[config.mk]
export PLATFORM = sky130hd
export DESIGN_NAME = disk_field_writer
export DESIGN_NICKNAME = d
export VERILOG_FILES = /design/src/rtl/drw_pkg.sv /design/src/rtl/drw_cell_timer.sv /design/src/rtl/drw_shifter.sv /design/src/rtl/drw_seq.sv /design/src/rtl/disk_field_writer.sv
export SDC_FILE = /design/constraint.sdc
export NUM_CORES = 1
export LEC_CHECK = 0
export BUFFER_PORTS_ARGS = -buffer_cell sky130_fd_sc_hd__buf_2
export CORE_MARGIN = 3
export CORE_UTILIZATION = 52
export CTS_CLUSTER_DIAMETER = 100
export CTS_CLUSTER_SIZE = 28
export DETAILED_ROUTE_END_ITERATION = 6
export GPL_TIMING_DRIVEN = 1
export HOLD_SLACK_MARGIN = 0.1
export PLACE_DENSITY_LB_ADDON = 0.3
export SLEW_MARGIN = 20
export SYNTH_ARGS = -nofsm -noshare
export SYNTH_HDL_FRONTEND = slang
export SYNTH_SLANG_ARGS = --single-unit
[constraint.sdc]
create_clock -name clk -period 3.6 [get_ports clk]
set_clock_uncertainty 0.15 [all_clocks]
set_input_delay 0.54 -clock clk [delete_from_list [all_inputs] [get_ports clk]]
set_output_delay 0.54 -clock clk [all_outputs]
set_load 0.05 [all_outputs]
[src/rtl/drw_pkg.sv]
package drw_pkg;

    // Segment of the record that the word in the shifter belongs to.
    typedef enum logic [1:0] {
        SEG_PRE  = 2'd0,
        SEG_SYNC = 2'd1,
        SEG_DATA = 2'd2,
        SEG_POST = 2'd3
    } seg_e;

endpackage

[src/rtl/drw_cell_timer.sv]
module drw_cell_timer #(
    parameter int CELL_CLKS = 8
) (
    input  logic clk,
    input  logic rst_n,
    input  logic run_i,
    output logic cell_first_o,
    output logic cell_mid_o,
    output logic cell_last_o
);
    localparam int PH_W = (CELL_CLKS > 2) ? $clog2(CELL_CLKS) : 1;
    localparam logic [PH_W-1:0] PH_LAST = PH_W'(CELL_CLKS - 1);
    localparam logic [PH_W-1:0] PH_MID  = PH_W'(CELL_CLKS / 2);

    logic [PH_W-1:0] phase_d, phase_q;

    // Phase rests at zero while idle so that the first run cycle is a cell start.
    always_comb begin
        phase_d = '0;
        if (run_i) begin
            if (phase_q == PH_LAST) begin
                phase_d = '0;
            end else begin
                phase_d = phase_q + 1'b1;
            end
        end
    end

    always_ff @(posedge clk) begin
        if (!rst_n) begin
            phase_q <= '0;
        end else begin
            phase_q <= phase_d;
        end
    end

    assign cell_first_o = (phase_q == '0);
    assign cell_mid_o   = (phase_q == PH_MID);
    assign cell_last_o  = (phase_q == PH_LAST);

endmodule

[src/rtl/drw_shifter.sv]
module drw_shifter #(
    parameter int WORD_W = 16
) (
    input  logic              clk,
    input  logic              rst_n,
    input  logic              load_i,
    input  logic [WORD_W-1:0] word_i,
    input  logic              adv_i,
    output logic              bit_o,
    output logic              word_last_o
);
    localparam int IDX_W = $clog2(WORD_W);

    typedef struct packed {
        logic [WORD_W-1:0] sh;
        logic [IDX_W-1:0]  idx;
    } shf_t;

    shf_t s_d, s_q;

    always_comb begin
        s_d = s_q;
        if (load_i) begin
            s_d.sh  = word_i;
            s_d.idx = IDX_W'(WORD_W - 1);
        end else if (adv_i) begin
            s_d.sh  = {s_q.sh[WORD_W-2:0], 1'b0};
            s_d.idx = s_q.idx - 1'b1;
        end
    end

    always_ff @(posedge clk) begin
        if (!rst_n) begin
            s_q <= '0;
        end else begin
            s_q <= s_d;
        end
    end

    // Most significant bit leaves first.
    assign bit_o       = s_q.sh[WORD_W-1];
    assign word_last_o = (s_q.idx == '0);

endmodule

[src/rtl/drw_seq.sv]
module drw_seq
    import drw_pkg::*;
#(
    parameter int          WORD_W          = 16,
    parameter int          ADDR_W          = 8,
    parameter int          CNT_W           = 8,
    parameter int          FIRST_PRE_WORDS = 34,
    parameter int          LATER_PRE_WORDS = 3,
    parameter int          POST_WORDS      = 5,
    parameter int unsigned SYNC_WORD       = 1
) (
    input  logic              clk,
    input  logic              rst_n,
    input  logic              start_i,
    input  logic              first_i,
    input  logic [CNT_W-1:0]  count_i,
    input  logic [ADDR_W-1:0] addr_i,
    input  logic              hold_i,
    input  logic              cell_last_i,
    input  logic              word_last_i,
    output logic              run_o,
    output logic              gates_o,
    output logic              done_o,
    output logic              load_o,
    output logic [WORD_W-1:0] load_word_o,
    output logic              mem_rd_o,
    output logic [ADDR_W-1:0] mem_addr_o,
    input  logic [WORD_W-1:0] mem_data_i
);
    localparam int REM_W = $clog2(FIRST_PRE_WORDS + LATER_PRE_WORDS + POST_WORDS + (1 << CNT_W)) + 1;
    localparam logic [REM_W-1:0]  REM_ONE   = REM_W'(1);
    localparam logic [REM_W-1:0]  REM_FIRST = REM_W'(FIRST_PRE_WORDS);
    localparam logic [REM_W-1:0]  REM_LATER = REM_W'(LATER_PRE_WORDS);
    localparam logic [REM_W-1:0]  REM_POST  = REM_W'(POST_WORDS);
    localparam logic [WORD_W-1:0] SYNC_PAT  = WORD_W'(SYNC_WORD);

    typedef struct packed {
        logic              run;
        logic              gates;
        logic              done;
        seg_e              seg;
        logic [REM_W-1:0]  rem;      // words left in segment, current included
        logic [CNT_W-1:0]  dcnt;     // content word count of this record
        logic [ADDR_W-1:0] addr;     // next content address to fetch
        logic [WORD_W-1:0] pref;     // prefetched content word
        logic              pend;     // read data arrives this cycle
        logic              rd;
        logic [ADDR_W-1:0] rd_addr;
    } seq_t;

    seq_t s_d, s_q;

    logic             boundary;
    logic             final_word;
    seg_e             nseg;
    logic [REM_W-1:0] nrem;

    assign boundary   = s_q.run && cell_last_i && word_last_i;
    assign final_word = (s_q.seg == SEG_POST) && (s_q.rem == REM_ONE);

    always_comb begin
        s_d          = s_q;
        s_d.done     = 1'b0;
        s_d.rd       = 1'b0;
        s_d.pend     = s_q.rd;
        load_o       = 1'b0;
        load_word_o  = '0;
        nseg         = s_q.seg;
        nrem         = s_q.rem;

        if (s_q.pend) begin
            s_d.pref = mem_data_i;
        end

        if (!s_q.run) begin
            // Idle: held gates stay on only while hold_i stays high.
            s_d.gates = s_q.gates & hold_i;
            if (start_i) begin
                s_d.run   = 1'b1;
                s_d.gates = 1'b1;
                s_d.seg   = SEG_PRE;
                s_d.rem   = first_i ? REM_FIRST : REM_LATER;
                s_d.dcnt  = count_i;
                s_d.addr  = addr_i;
                load_o    = 1'b1;
            end
        end else if (boundary) begin
            if (final_word) begin
                s_d.run   = 1'b0;
                s_d.done  = 1'b1;
                s_d.gates = hold_i;
            end else begin
                if (s_q.rem != REM_ONE) begin
                    nrem = s_q.rem - 1'b1;
                end else begin
                    case (s_q.seg)
                        SEG_PRE: begin
                            nseg = SEG_SYNC;
                            nrem = REM_ONE;
                        end
                        SEG_SYNC: begin
                            if (s_q.dcnt != '0) begin
                                nseg = SEG_DATA;
                                nrem = REM_W'(s_q.dcnt);
                            end else begin
                                nseg = SEG_POST;
                                nrem = REM_POST;
                            end
                        end
                        default: begin
                            nseg = SEG_POST;
                            nrem = REM_POST;
                        end
                    endcase
                end

                s_d.seg = nseg;
                s_d.rem = nrem;
                load_o  = 1'b1;
                case (nseg)
                    SEG_SYNC: load_word_o = SYNC_PAT;
                    SEG_DATA: load_word_o = s_q.pref;
                    default:  load_word_o = '0;
                endcase

                // Fetch one word ahead when the word after this one is content.
                if (((nseg == SEG_SYNC) && (s_q.dcnt != '0)) ||
                    ((nseg == SEG_DATA) && (nrem != REM_ONE))) begin
                    s_d.rd      = 1'b1;
                    s_d.rd_addr = s_q.addr;
                    s_d.addr    = s_q.addr + 1'b1;
                end
            end
        end
    end

    always_ff @(posedge clk) begin
        if (!rst_n) begin
            s_q <= '0;
        end else begin
            s_q <= s_d;
        end
    end

    assign run_o      = s_q.run;
    assign gates_o    = s_q.gates;
    assign done_o     = s_q.done;
    assign mem_rd_o   = s_q.rd;
    assign mem_addr_o = s_q.rd_addr;

endmodule

[src/rtl/disk_field_writer.sv]
module disk_field_writer #(
    parameter int          WORD_W          = 16,
    parameter int          ADDR_W          = 8,
    parameter int          CNT_W           = 8,
    parameter int          CELL_CLKS       = 8,
    parameter int          FIRST_PRE_WORDS = 34,
    parameter int          LATER_PRE_WORDS = 3,
    parameter int          POST_WORDS      = 5,
    parameter int unsigned SYNC_WORD       = 1
) (
    input  logic              clk,
    input  logic              rst_n,
    input  logic              start_i,
    input  logic              first_i,
    input  logic [CNT_W-1:0]  count_i,
    input  logic [ADDR_W-1:0] addr_i,
    input  logic              hold_i,
    output logic              mem_rd_o,
    output logic [ADDR_W-1:0] mem_addr_o,
    input  logic [WORD_W-1:0] mem_data_i,
    output logic              wr_gate_o,
    output logic              erase_gate_o,
    output logic              flux_o,
    output logic              done_o
);
    logic              running;
    logic              gates;
    logic              cell_first, cell_mid, cell_last;
    logic              load;
    logic [WORD_W-1:0] load_word;
    logic              cur_bit;
    logic              word_last;

    drw_cell_timer #(
        .CELL_CLKS (CELL_CLKS)
    ) u_timer (
        .clk          (clk),
        .rst_n        (rst_n),
        .run_i        (running),
        .cell_first_o (cell_first),
        .cell_mid_o   (cell_mid),
        .cell_last_o  (cell_last)
    );

    drw_shifter #(
        .WORD_W (WORD_W)
    ) u_shift (
        .clk         (clk),
        .rst_n       (rst_n),
        .load_i      (load),
        .word_i      (load_word),
        .adv_i       (running && cell_last),
        .bit_o       (cur_bit),
        .word_last_o (word_last)
    );

    drw_seq #(
        .WORD_W          (WORD_W),
        .ADDR_W          (ADDR_W),
        .CNT_W           (CNT_W),
        .FIRST_PRE_WORDS (FIRST_PRE_WORDS),
        .LATER_PRE_WORDS (LATER_PRE_WORDS),
        .POST_WORDS      (POST_WORDS),
        .SYNC_WORD       (SYNC_WORD)
    ) u_seq (
        .clk         (clk),
        .rst_n       (rst_n),
        .start_i     (start_i),
        .first_i     (first_i),
        .count_i     (count_i),
        .addr_i      (addr_i),
        .hold_i      (hold_i),
        .cell_last_i (cell_last),
        .word_last_i (word_last),
        .run_o       (running),
        .gates_o     (gates),
        .done_o      (done_o),
        .load_o      (load),
        .load_word_o (load_word),
        .mem_rd_o    (mem_rd_o),
        .mem_addr_o  (mem_addr_o),
        .mem_data_i  (mem_data_i)
    );

    // Clock transition at every cell start, data transition at mid-cell for a 1.
    assign flux_o       = running && (cell_first || (cell_mid && cur_bit));
    assign wr_gate_o    = gates;
    assign erase_gate_o = gates;

endmodule

* Word-level counts from Yosys, hierarchy flattened
Cells that the tools add are included.
** Operators by class
- Multiplexer cells :: 35
- Equality and inequality tests :: 13
- Reductions and logical operators :: 23
- Bitwise logic cells :: 5
- Add/subtract/negate cells :: 4
** Operator list (number)
- 16-bit 2-to-1 mux :: 3
- 10-bit 2-to-1 mux :: 4
- 20-bit 2-to-1 mux :: 2
- 8-bit 2-to-1 mux :: 5
- 16-bit one-hot mux with 2 select lines :: 1
- 28-bit 2-to-1 mux :: 1
- 12-bit 2-to-1 mux :: 2
- 10-bit by 1-bit != test with 1-bit output, second input constant :: 2
- 10-bit one-hot mux with 2 select lines :: 1
- 15-bit 2-to-1 mux :: 1
- 2-bit 2-to-1 mux :: 6
- 10-bit by 1-bit equality test with 1-bit output, second input constant :: 1
- 10-bit by 1-bit subtractor with 10-bit output, second input constant :: 1
- 9-bit 2-to-1 mux :: 1
- 8-bit by 1-bit adder with 8-bit output, second input constant :: 1
- 2-bit != test, second input constant :: 4
- 4-bit AND reduction :: 2
- 8-bit nonzero test :: 1
- 1-bit logical AND :: 7
- 3-bit equality test, second input constant :: 2
- 6-bit 2-to-1 mux :: 1
- 3-bit AND reduction :: 2
- 1-bit 2-to-1 mux :: 5
- 2-bit by 1-bit equality test with 1-bit output, second input constant :: 2
- 15 further kinds :: 22
** Storage, ports and cells
- Flip-flop bits (word level) :: 80
- Output and inout bits :: 13
- Bits of input ports :: 37
- Word-level logic and storage cells :: 94

* Depth between registers and ports, before layout
Gate-level depths: netlist of run 1.
- Depth after elaboration :: 14
- Depth in mapped cells :: 15
- Mapped depth without buffers :: 13

* Cells and area by module
From an unflattened synthesis of run 1, not the netlist that was laid out.
** Unflattened totals
- Cell total of the unflattened synthesis :: 505
- Area total of the unflattened synthesis :: 4257.8 µm²
** By module, submodules not included
- drw_seq :: seq. area each 1141.1 µm², cells an instance 382, instances 1, area each 3115.5 µm²
- drw_shifter :: seq. area each 400.4 µm², cells an instance 106, instances 1, area each 964.7 µm²
- drw_cell_timer :: seq. area each 60.1 µm², cells an instance 13, instances 1, area each 152.6 µm²
- disk_field_writer :: seq. area each 0.0 µm², cells an instance 4, instances 1, area each 25.0 µm²

* Worst setup path after synthesis of run 1
No wires, ideal clock.
- Path type :: register to register
- Start point :: reg u_seq.s_q[42] (netlist name)
- End point :: reg u_seq.s_q[29] (netlist name)
- Required time :: 3.335 ns
- Arrival :: 3.044 ns
- Setup time :: 0.115 ns
- Stages on the path, launching flop included :: 13
- Clock period less this slack :: 3.309 ns
- Path buffers :: 2
- Slack :: 0.291 ns
- Cell sequence :: dfxtp_1 > ha_1 > or4b_1 > buf_2 > nor3_4 > clkbuf_1 > o2111ai_1 > o21a_1 > ha_1 > o21ai_0 > inv_1 > or4_1 > and3_1
** On the way
- Word-level cells in the longest chain between the ends :: 10
- Elaborated cells between the ends (all ways) :: 21
- Classes of those cells :: add/sub: 1; eq/ne: 7; mux: 8; reduce/logical: 5
** RTL lines
- start, declared :: line drw_seq.sv:51 : seq_t s_d, s_q;
- start signal, assigned :: line drw_seq.sv:139 : s_q <= '0;
- start signal, assigned :: line drw_seq.sv:141 : s_q <= s_d;
- 10-bit by 1-bit subtractor with 10-bit output or 10-bit by 1-bit != test with 1-bit output (tied branches) :: line drw_seq.sv:94, drw_seq.sv:93
- 10-bit 2-to-1 mux or 2-bit 2-to-1 mux (tied branches) :: line drw_seq.sv:93 : if (s_q.rem != REM_ONE) begin
- 10-bit 2-to-1 mux or 2-bit 2-to-1 mux (tied branches) :: line drw_seq.sv:88 : if (final_word) begin
- 10-bit 2-to-1 mux or 2-bit 2-to-1 mux (tied branches) :: line drw_seq.sv:87 : end else if (boundary) begin
- 10-bit 2-to-1 mux or 2-bit 2-to-1 mux (tied branches) :: line drw_seq.sv:75 : if (!s_q.run) begin
- 10-bit by 1-bit != test with 1-bit output (tied with other cells) :: line drw_seq.sv:128 : ((nseg == SEG_DATA) && (nrem != REM_ONE))) begin
- 1-bit logical AND (on tied branches) :: line drw_seq.sv:128, drw_seq.sv:127
- 1-bit logical OR :: line drw_seq.sv:127 : if (((nseg == SEG_SYNC) && (s_q.dcnt != '0)) ||
- 2-bit != test (no source line)
- 4-bit AND reduction (no source line) *
Mark *: on every way between the ends. The rest lies on a longest branch, timed or not. The select of a mux whose other input is x is not followed.
A chain may end at the register's enable or synchronous reset.

* Worst setup path after layout of run 1
- Start point :: reg u_seq.s_q[42] (netlist name)
- End point :: reg u_seq.s_q[26] (netlist name)
The elaborated chain is that of the path after synthesis.

==> results of run 1 <==
[cell type report]
class / instances / share of cell area [%]
clock buffers: 9 / 2.75
clock inverters: 7 / 2.28
inverters: 19 / 1.59
multi-input cells: 341 / 47.3
flip-flops and latches: 80 / 35.6
well taps: 99 / 2.75
repair buffers: 61 / 7.73
[state kept, by name, indices dropped and copies added, names as in the netlist]
register	cells
u_seq.run_o	1
u_seq.mem_rd_o	1
u_seq.s_q	45
u_seq.done_o	1
u_shift.bit_o	1
u_seq.mem_addr_o	8
u_timer.phase_q	3
u_seq.gates_o	1
u_shift.s_q	19
[through the flow]
| stage | setup slack (ns) | total power, W |
|---|---|---|
| 3_3_place_gp | 0.262 | 0.00119 |
| 4_1_cts | 0.176 | 0.00194 |
| 5_1_grt | 0.110 | 0.00201 |
| 6_report | 0.330 | 0.00193 |
| 2_1_floorplan | 0.291 | 0.00112 |
| 3_5_place_dp | 0.188 | 0.00119 |
[per-layer routing]
metal	vias to the layer above	track usage, %	wire length [um]
met3	17	3.69	392
met4	0	10.6	172
met5	-	0	0
met2	86	37.9	4600
li1	1767	-	-
met1	1626	27.9	4170
[where the power goes]
part	total (W)	internal [W]	switching [W]
clock network	0.000753	0.000400	0.000353
logic	0.000233	0.0000941	0.000139
registers	0.000942	0.000915	0.0000270
[worst max-delay path: stages (launching register included)]
cell       delay, ns
dfxtp_1         0.47
ha_1            0.24
or4b_4          0.54
nor3_4          0.28
o2111ai_1       0.14
o21a_1          0.16
ha_1            0.23
o21ai_0         0.15
nand2_1         0.16
or2_1           0.38
a221oi_2        0.28
[cells by family after synthesis]
group | after synthesis | share of synthesized area [%]
fa+ha+maj | 10 | 3.11
flops | 80 | 39.8
compound gates | 134 | 21.5
xor+xnor | 9 | 1.96
mux | 27 | 6.75
simple gates | 161 | 19.4
buf+inv | 64 | 7.55
[placed cells by master (no fill, tap or decap), types with 2 or more instances in the layout]
| cell | count |
|---|---|
| a31oi_1 | 5 |
| nand4_1 | 2 |
| o2111ai_1 | 2 |
| dfxtp_1 | 80 |
| nand3_1 | 7 |
| o21a_1 | 3 |
| a22o_1 | 2 |
| inv_6 | 2 |
| and3_1 | 5 |
| and2_1 | 5 |
| a21o_1 | 2 |
| ha_1 | 10 |
| or4b_1 | 3 |
| buf_2 | 49 |
| o21ai_1 | 20 |
| nand2_1 | 66 |
| mux2i_1 | 26 |
| o21ai_0 | 22 |
| a41o_1 | 2 |
| inv_1 | 19 |
| a211oi_1 | 4 |
| nor2_1 | 39 |
| nor4_1 | 7 |
| xor2_1 | 2 |
| or4_1 | 4 |
| bufinv_16 | 2 |
| o211ai_1 | 2 |
| a221oi_1 | 4 |
| buf_4 | 11 |
| a21oi_1 | 41 |
| a22oi_1 | 6 |
| xnor2_1 | 7 |
| clkbuf_8 | 9 |
| nor3_1 | 6 |
| nor2b_1 | 3 |
| a221oi_2 | 5 |
[worst min path at each step]
stage	start	end	slack [ns]	cells past startpoint
after floorplan	u_seq.s_q[18]	u_shift.s_q[12]	0.28	2
after global placement	u_seq.mem_addr_o[2]	u_seq.mem_addr_o[2]	0.29	2
after detailed placement	u_seq.s_q[16]	u_shift.s_q[10]	0.30	2
after CTS	mem_data_i[10]	u_seq.s_q[20]	0.26	3
after global routing	count_i[4]	u_seq.s_q[38]	0.28	3
final	mem_data_i[10]	u_seq.s_q[20]	0.26	3
[repair_timing]
item,CTS,global route
gates resized for setup,0,3
endpoints found under the setup margin,0,7
buffers inserted,0,0
endpoints found under the hold margin,0,0
==> results by group, run 1 <==
Cells and area
  • Finished Core Util: 61.0%
  • Area delta synth->final: 11.7%
  • Fillcell total: 672
  • Finished Cell Area: 4500 sq um
  • Fin nets: 559
  • Non-filler instance count after layout: 616
  • Reg area: 1600 sq um
  • Area of the multi-input gates: 2130 sq um
  • Share of layout cells above drive strength 1: 17.4%
  • N_diodes: 0

Floorplanning
  • Die Height: 94.0 um
  • Chip Width: 94.0 um
  • Site row count: 31
  • IO Pins: 50
  • Initial Util: 54.6%
  • Core ar.: 7370 sq um
  • Die footprint: 8830 sq um

Yosys
  • Async S/R FF share, synth: 0%
  • Post-synthesis sequential area ratio: 39.8%
  • Most frequent cell after synthesis: dfxtp_1
  • Leading area contributor after synthesis: dfxtp_1
  • Post-synth EDFFs: 0
  • Synth Register Bits: 80
  • Synth warnings: 0
  • Synth cell types: 62
  • Cells after Synth: 485
  • Post-synth top flop: dfxtp_1
  • Mapped Nets: 532
  • Largest cells by area after synthesis: dfxtp_1 (40%), mux2i_1 (6.5%), nand2_1 (6.2%), a21oi_1 (5.1%), nor2_1 (3.7%)
  • Mapped cell area: 4030 sq um
  • Avg Inst Size Synth: 8.30 sq um
  • Synth top area share: 39.8%
  • Synth top cells by count: dfxtp_1 (80), nand2_1 (66), a21oi_1 (41)

CTS
  • Num CTS Buffers: 9
  • Clock Tree Root: clkbuf_8
  • Clock Tree Buf Depth: 2
  • Reg clk slew, reported paths: 0.09 ns
  • CTS Hold Buffers Added: 0
  • Htree depth: 3
  • Clk sink count: 80
  • CTS tree: yes
  • Skew-Pair Late Insertion Delay: 0.36 ns

Critical path
  • Worst-path fanout max: 8
  • Worst reg2reg startpoint: u_seq.s_q[42]
  • Worst reg-to-reg path cell count: 10
  • CP endpoint: u_seq.s_q[26]
  • Worst Path Arrival: 3.39 ns
  • Worst setup SP type: register
  • Crit end category: register
  • Reg-to-reg endpoint: u_seq.s_q[26]
  • Reg2Reg Setup Slack: 0.33 ns
  • Critical path type: register to register
  • WP data required: 3.72 ns
  • Worst Setup SP: u_seq.s_q[42]

Route
  • Post-DRT Antenna Nets: 0
  • Initial DRC Count: 135
  • DR WL/cell: 15.1 um
  • DRC Markers: 0
  • Routed via count: 3,496
  • DR vias/cell: 5.68
  • Overall routed net length: 9330 um
  • Total iterations of the first detailed-routing run: 4

STA
  • Post-route setup TNS: 0 ns
  • Unrepaired setup endpoints after global routing: false
  • Final Max Tran Viols: 0
  • Max Clock Freq: 306 MHz
  • Endpoints failing hold: 0
  • Endpoints failing setup: 0
  • Fin Hold WS: 0.260 ns
  • Final worst path period need: 3.27 ns
  • Worst-margin pin slew: 0.896 ns
  • Tcrit/Tclk final: 90.8%
  • Relative max-transition margin: 40.2%

Global routing
  • GR Overflow Total: 0
  • All-Layer GR Usage: 22.5%
  • Number of global-route vias before repair: 3,487
  • First-pass GRT wire length: 15,900 um
  • Initial antenna violation count: 0
  • Pin count of the biggest net entering global routing: 42

Power
  • Leakage: 1.80 nW
  • PD cells: 429 nW/um^2
  • Peak VDD IR: 0.283 mV

Placement
  • Placed cell area: 4270 sq um
  • Detailed placement HPWL: 6550 um
  • Routability congestion estimate: 0.866
  • Port bufs: 49
  • Placed Cells: 600

Hold path
  • Hold crit path type: primary input to register

Status
  • Outcome: complete, no violations

Job
  • Maxcap violations: 0
Note: power is estimated with default switching activity, not from simulation.
==> inputs of run 2 (changes only) <==
Settings changed: CORE_ASPECT_RATIO set to 0.6, CORE_MARGIN 3 to 2.
==> results by group, run 2 (synthesized netlist as in run 1, its figures left out) <==
CTS
  • Clock Tree Buf Depth: 2
  • Reg clk slew, reported paths: 0.06 ns
  • Clk sink count: 80
  • Num CTS Buffers: 9
  • Htree depth: 3
  • Clock Tree Root: clkbuf_16
  • Skew-Pair Late Insertion Delay: 0.34 ns
  • CTS tree: yes
  • CTS Hold Buffers Added: 0

Critical path
  • Critical path type: register to register
  • Crit end category: register
  • Worst reg-to-reg path cell count: 10
  • Buf/Inv on CP: 2
  • WP data required: 3.70 ns
  • Most used cell, CP: buf_4
  • CP max stage delay: 0.55 ns
  • CP max stage cell: or4b_4
  • Reg-to-reg endpoint: u_seq.s_q[31]
  • Worst reg2reg startpoint: u_seq.s_q[42]
  • Worst-path fanout max: 12
  • Worst Path Arrival: 3.45 ns
  • Reg2Reg Setup Slack: 0.25 ns
  • Sequence of cells on the critical path: ha_1 > or4b_4 > nor3_4 > buf_4 > mux2i_1 > nor4_2 > buf_4 > a21boi_2 > or2_1 > a221oi_2
  • CP top delay family: simple AND/OR/NAND/NOR gates
  • Worst setup SP type: register

STA
  • Endpoints failing hold: 0
  • Unrepaired setup endpoints after global routing: false
  • Relative max-transition margin: 35.4%
  • Final Max Tran Viols: 0
  • Endpoints failing setup: 0
  • Worst-margin pin slew: 0.968 ns
  • Post-route setup TNS: 0 ns
  • Max Clock Freq: 298 MHz
  • Tcrit/Tclk final: 93.1%
  • Final worst path period need: 3.35 ns

Global routing
  • Initial antenna violation count: 0
  • All-Layer GR Usage: 26.3%
  • Number of global-route vias before repair: 3,391
  • GR Overflow Total: 0
  • First-pass GRT wire length: 17,500 um
  • Pin count of the biggest net entering global routing: 39

Floorplanning
  • IO Pins: 50
  • Die footprint: 8480 sq um
  • Chip Width: 118 um
  • Die Height: 72.2 um
  • Initial Util: 54.5%
  • Site row count: 24
  • Core ar.: 7390 sq um

Hold path
  • Hold depth: 3
  • Worst min-delay path startpoint: mem_data_i[1]
  • Hold crit path type: primary input to register
  • Worst Hold End: u_seq.s_q[11]

Route
  • Initial DRC Count: 269
  • DR WL/cell: 17.1 um
  • Routed via count: 3,664
  • DR vias/cell: 5.87
  • Post-DRT Antenna Nets: 0
  • Overall routed net length: 10,700 um
  • Total iterations of the first detailed-routing run: 4
  • DRC Markers: 0

Placement
  • Port bufs: 49
  • Routability congestion estimate: 1.04
  • Detailed placement HPWL: 7250 um

Power
  • Internal: 0.00155 W
  • Sequential power share: 44.9%
  • Leakage: 1.85 nW
  • Tot Pwr: 0.00211 W
  • Sw frac: 26.4%
  • Peak VDD IR: 0.371 mV
  • Clock power share: 43.7%
  • PD cells: 460 nW/um^2
  • Gate power share: 11.4%
  • Switching power total: 0.000556 W

Status
  • Outcome: complete, no violations

Cells and area
  • Commonest non-fill, non-tap cell in the layout: dfxtp_1
  • Share of layout cells above drive strength 1: 17.7%
  • Biggest register: u_seq.s_q
  • Area delta synth->final: 13.8%
  • N_diodes: 0
  • Fin nets: 562
  • Commonest non-fill, non-tap cells in the layout: dfxtp_1 (80), nand2_1 (66), buf_2 (49)
  • Number of flip-flops in the largest register: 45
  • Fillcell total: 663

Job
  • Maxcap violations: 0
-- run 2: area by class of cell --
type                       instances  area (sq um)  area share [%]
tap                              104           130            2.84
sequential                        80          1600            35.0
clock buffer                      10           229            5.00
multi-input combinational        341          2130            46.4
inverter                          19          71.3            1.56
timing repair buffer              64           358            7.81
clock inverter                     6          66.3            1.45
-- run 2: power by group through the flow --
stage	sequential (W)	combinational (W)	clock (W)
2_1_floorplan	0.000955	0.000168	0
3_3_place_gp	0.000961	0.000227	0
3_5_place_dp	0.000963	0.000231	0
4_1_cts	0.000944	0.000233	0.000933
5_1_grt	0.000949	0.000263	0.000977
6_report	0.000945	0.000240	0.000921
-- run 2: worst max path at each step --
stage	cells past startpoint	slack (ns)	startpoint	endpoint
floorplan	12	0.29	u_seq.s_q[42]	u_seq.s_q[29]
global placement	8	0.28	u_seq.s_q[42]	u_seq.s_q[33]
detailed placement	8	0.13	u_seq.s_q[42]	u_seq.s_q[31]
CTS	8	0.07	u_seq.s_q[42]	u_seq.s_q[31]
global route	10	0.03	u_seq.s_q[42]	u_seq.s_q[31]
finish	10	0.25	u_seq.s_q[42]	u_seq.s_q[31]
-- run 2: worst reg2reg max path, cell delays in order (launching register included) --
cell and delay [ns]:
dfxtp_1 0.46, ha_1 0.26, or4b_4 0.55, nor3_4 0.27
buf_4 0.23, mux2i_1 0.13, nor4_2 0.29, buf_4 0.17
a21boi_2 0.07, or2_1 0.38, a221oi_2 0.31
-- run 2: what timing repair did --
item | CTS | global route
endpoints found under the setup margin | 0 | 15
gates resized for setup | 0 | 2
setup buffers | 0 | 1
-- run 2: per-stage QoR --
step / instance area [sq um] / setup slack [ns] / cells / hold slack [ns] / util [%]
CTS: 4570 / 0.0748 / 623 / 0.275 / 61.9
finish: 4580 / 0.247 / 624 / 0.281 / 62.0
global placement: 4280 / 0.275 / 607 / 0.292 / 57.9
global route: 4580 / 0.0275 / 624 / 0.281 / 62.0
floorplan: 4030 / 0.291 / 485 / 0.279 / -
detailed placement: 4280 / 0.134 / 607 / 0.295 / 57.9
-- run 2: layer usage --
metal  up-vias  global-route usage, %  share of wire [%]
met5         -                      0                  0
met4         0                   7.76                1.3
met3        17                   7.39                8.1
met2       153                   40.7                 43
met1      1718                   36.2                 48
li1       1776                      -                  -
==> inputs of run 3 (changes only) <==
Settings changed: BUFFER_PORTS_ARGS -buffer_cell sky130_fd_sc_hd__buf_2 to not set, CORE_UTILIZATION 52 to 57, DONT_BUFFER_PORTS set to 1, SYNTH_HIERARCHICAL set to 1.
==> results by group, run 3 <==
STA
  • Relative max-transition margin: 33.7%
  • Endpoints failing setup: 0
  • Endpoints failing hold: 0
  • Max Clock Freq: 291 MHz
  • Tcrit/Tclk final: 95.5%
  • Post-route setup TNS: 0 ns
  • Worst-margin pin slew: 0.993 ns
  • Final Max Tran Viols: 0
  • Final WS setup: 0.160 ns
  • Final worst path period need: 3.44 ns

Global routing
  • All-Layer GR Usage: 25.4%
  • First-pass GRT wire length: 16,200 um
  • Number of global-route vias before repair: 3,265
  • Pin count of the biggest net entering global routing: 54
  • Initial antenna violation count: 0
  • GR Overflow Total: 0

Route
  • DR vias/cell: 5.99
  • Initial DRC Count: 299
  • Total iterations of the first detailed-routing run: 5
  • Post-DRT Antenna Nets: 0
  • Routed via count: 3,599
  • Overall routed net length: 10,300 um
  • DRC Markers: 0
  • DR WL/cell: 17.2 um

Cells and area
  • Share of layout cells above drive strength 1: 11.5%
  • Number of flip-flops in the largest register: 45
  • Commonest non-fill, non-tap cells in the layout: dfxtp_1 (80), nand2_1 (56), a21oi_1 (37)
  • Fin nets: 539
  • Fillcell total: 614
  • Finished Core Util: 63.8%
  • N_diodes: 0
  • Reg area: 1600 sq um
  • Commonest non-fill, non-tap cell in the layout: dfxtp_1
  • Area delta synth->final: 8.43%
  • Area of the multi-input gates: 2370 sq um
  • Biggest register: u_seq/s_q

Placement
  • Routability congestion estimate: 0.977
  • Place WS: 0.0568 ns
  • Port bufs: 0
  • Detailed placement HPWL: 7060 um

Yosys
  • Synth top area share: 37.6%
  • Synth Register Bits: 80
  • Post-synth top flop: dfxtp_1
  • Async S/R FF share, synth: 0%
  • Avg Inst Size Synth: 8.43 sq um
  • Leading area contributor after synthesis: dfxtp_1
  • Mapped cell area: 4260 sq um
  • Largest cells by area after synthesis: dfxtp_1 (38%), mux2i_1 (8.0%), nand2_1 (4.9%), a21oi_1 (4.3%), nor2_1 (3.2%)
  • Cells after Synth: 505
  • Synth warnings: 6
  • Mapped Nets: 551
  • Synth top cells by count: dfxtp_1 (80), nand2_1 (56), a21oi_1 (37)
  • Post-synthesis sequential area ratio: 37.6%
  • Synth cell types: 65
  • Most frequent cell after synthesis: dfxtp_1
  • Post-synth EDFFs: 0

CTS
  • CTS Hold Buffers Added: 0
  • CTS tree: yes
  • Skew-Pair Late Insertion Delay: 0.34 ns
  • Reg clk slew, reported paths: 0.06 ns
  • Htree depth: 3
  • Clock Tree Root: clkbuf_16
  • Clk sink count: 80
  • Num CTS Buffers: 9
  • Clock Tree Buf Depth: 2

Floorplanning
  • Die footprint: 8200 sq um
  • Chip Width: 116 um
  • Die Height: 70.9 um
  • Core ar.: 7240 sq um
  • Initial Util: 58.8%
  • Site row count: 24
  • IO Pins: 50

Critical path
  • Worst Path Arrival: 3.45 ns
  • Crit end category: register
  • CP max stage cell: a2111o_1
  • CP top delay family: compound AO/OA/AOI/OAI gates
  • Buf/Inv on CP: 2
  • Critical path type: register to register
  • Reg2Reg Setup Slack: 0.16 ns
  • Worst-path fanout max: 8
  • WP data required: 3.61 ns
  • Worst setup SP type: register
  • CP max stage delay: 0.46 ns
  • Sequence of cells on the critical path: inv_1 > ha_1 > or3b_4 > nor3_4 > mux2i_1 > inv_1 > ha_1 > o21ai_2 > o2111ai_2 > a2111o_1 > a21oi_4 > a221oi_1

Power
  • PD cells: 446 nW/um^2
  • Peak VDD IR: 0.273 mV
  • Leakage: 1.68 nW

Job
  • Maxcap violations: 0

Hold path
  • Hold crit path type: primary input to register

Status
  • Outcome: complete, no violations
[run 3: logic make-up (layout without fill, tap and decap cells)]
group	after synthesis	count (layout)	synth area share, %
and+or+nand+nor	196	196	24.0
AOI/OAI and AO/OA	117	117	17.8
DFF	80	80	37.6
buffers and inverters	58	50	7.26
muxes	36	36	8.79
adders and majority gates	9	9	2.64
xor gates and xnor gates	9	9	1.85
[run 3: per-layer routing]
layer	vias up	global-route usage (%)	share of wire [%]
met2	134	36.9	44
met4	0	5.09	0.45
met3	8	8.65	7.4
met5	-	0	0
li1	1751	-	-
met1	1706	36.9	49
[run 3: repair_timing]
| item | in CTS | in global routing |
|---|---|---|
| endpoints found under the setup margin | 0 | 16 |
| resized for setup | 0 | 5 |
| buffers inserted | 0 | 3 |
[run 3: final cells by class]
class | count | share of cell area [%]
clock buffer | 13 | 5.85
clock inverter | 2 | 0.813
inverter | 15 | 1.22
multi-input combinational | 367 | 51.4
sequential | 80 | 34.7
tap | 104 | 2.82
timing repair buffer | 20 | 3.25
[run 3: report_power, final]
group	total, W	internal (W)	switching [W]
logic	0.000192	0.0000737	0.000119
clock network	0.000931	0.000590	0.000341
registers	0.000936	0.000906	0.0000304
total	0.00206	0.00157	0.000490
[run 3: path summary, 6_finish.rpt]
| check | start | end | cells past startpoint |
|---|---|---|---|
| setup reg to reg | u_seq/s_q[43] | u_seq/s_q[30] | 12 |
| hold / removal | rst_n | u_shift/s_q[2] | 1 |
| setup / recovery | u_seq/s_q[43] | u_seq/s_q[30] | 12 |
| hold reg to reg | u_seq/s_q[14] | u_seq/s_q[14] | 2 |
[run 3: per-stage QoR]
stage / area (sq um) / hold slack (ns) / power, W / instances
2_1_floorplan: 4260 / 0.295 / 0.00110 / 505
3_3_place_gp: 4270 / 0.316 / 0.00113 / 583
3_5_place_dp: 4270 / 0.328 / 0.00114 / 583
4_1_cts: 4580 / 0.162 / 0.00207 / 598
5_1_grt: 4620 / 0.161 / 0.00213 / 601
6_report: 4620 / 0.180 / 0.00206 / 601
[run 3: worst reg2reg max path, delay by kind of cell (launching register included)]
kind | cells | cell delay (ns)
flip-flops | 1 | 0.35
AO/OA/AOI/OAI | 5 | 1.23
multiplexers | 1 | 0.29
buffers and inverters | 2 | 0.17
adder cells (fa/ha/maj) | 2 | 0.42
AND/OR/NAND/NOR | 2 | 0.68
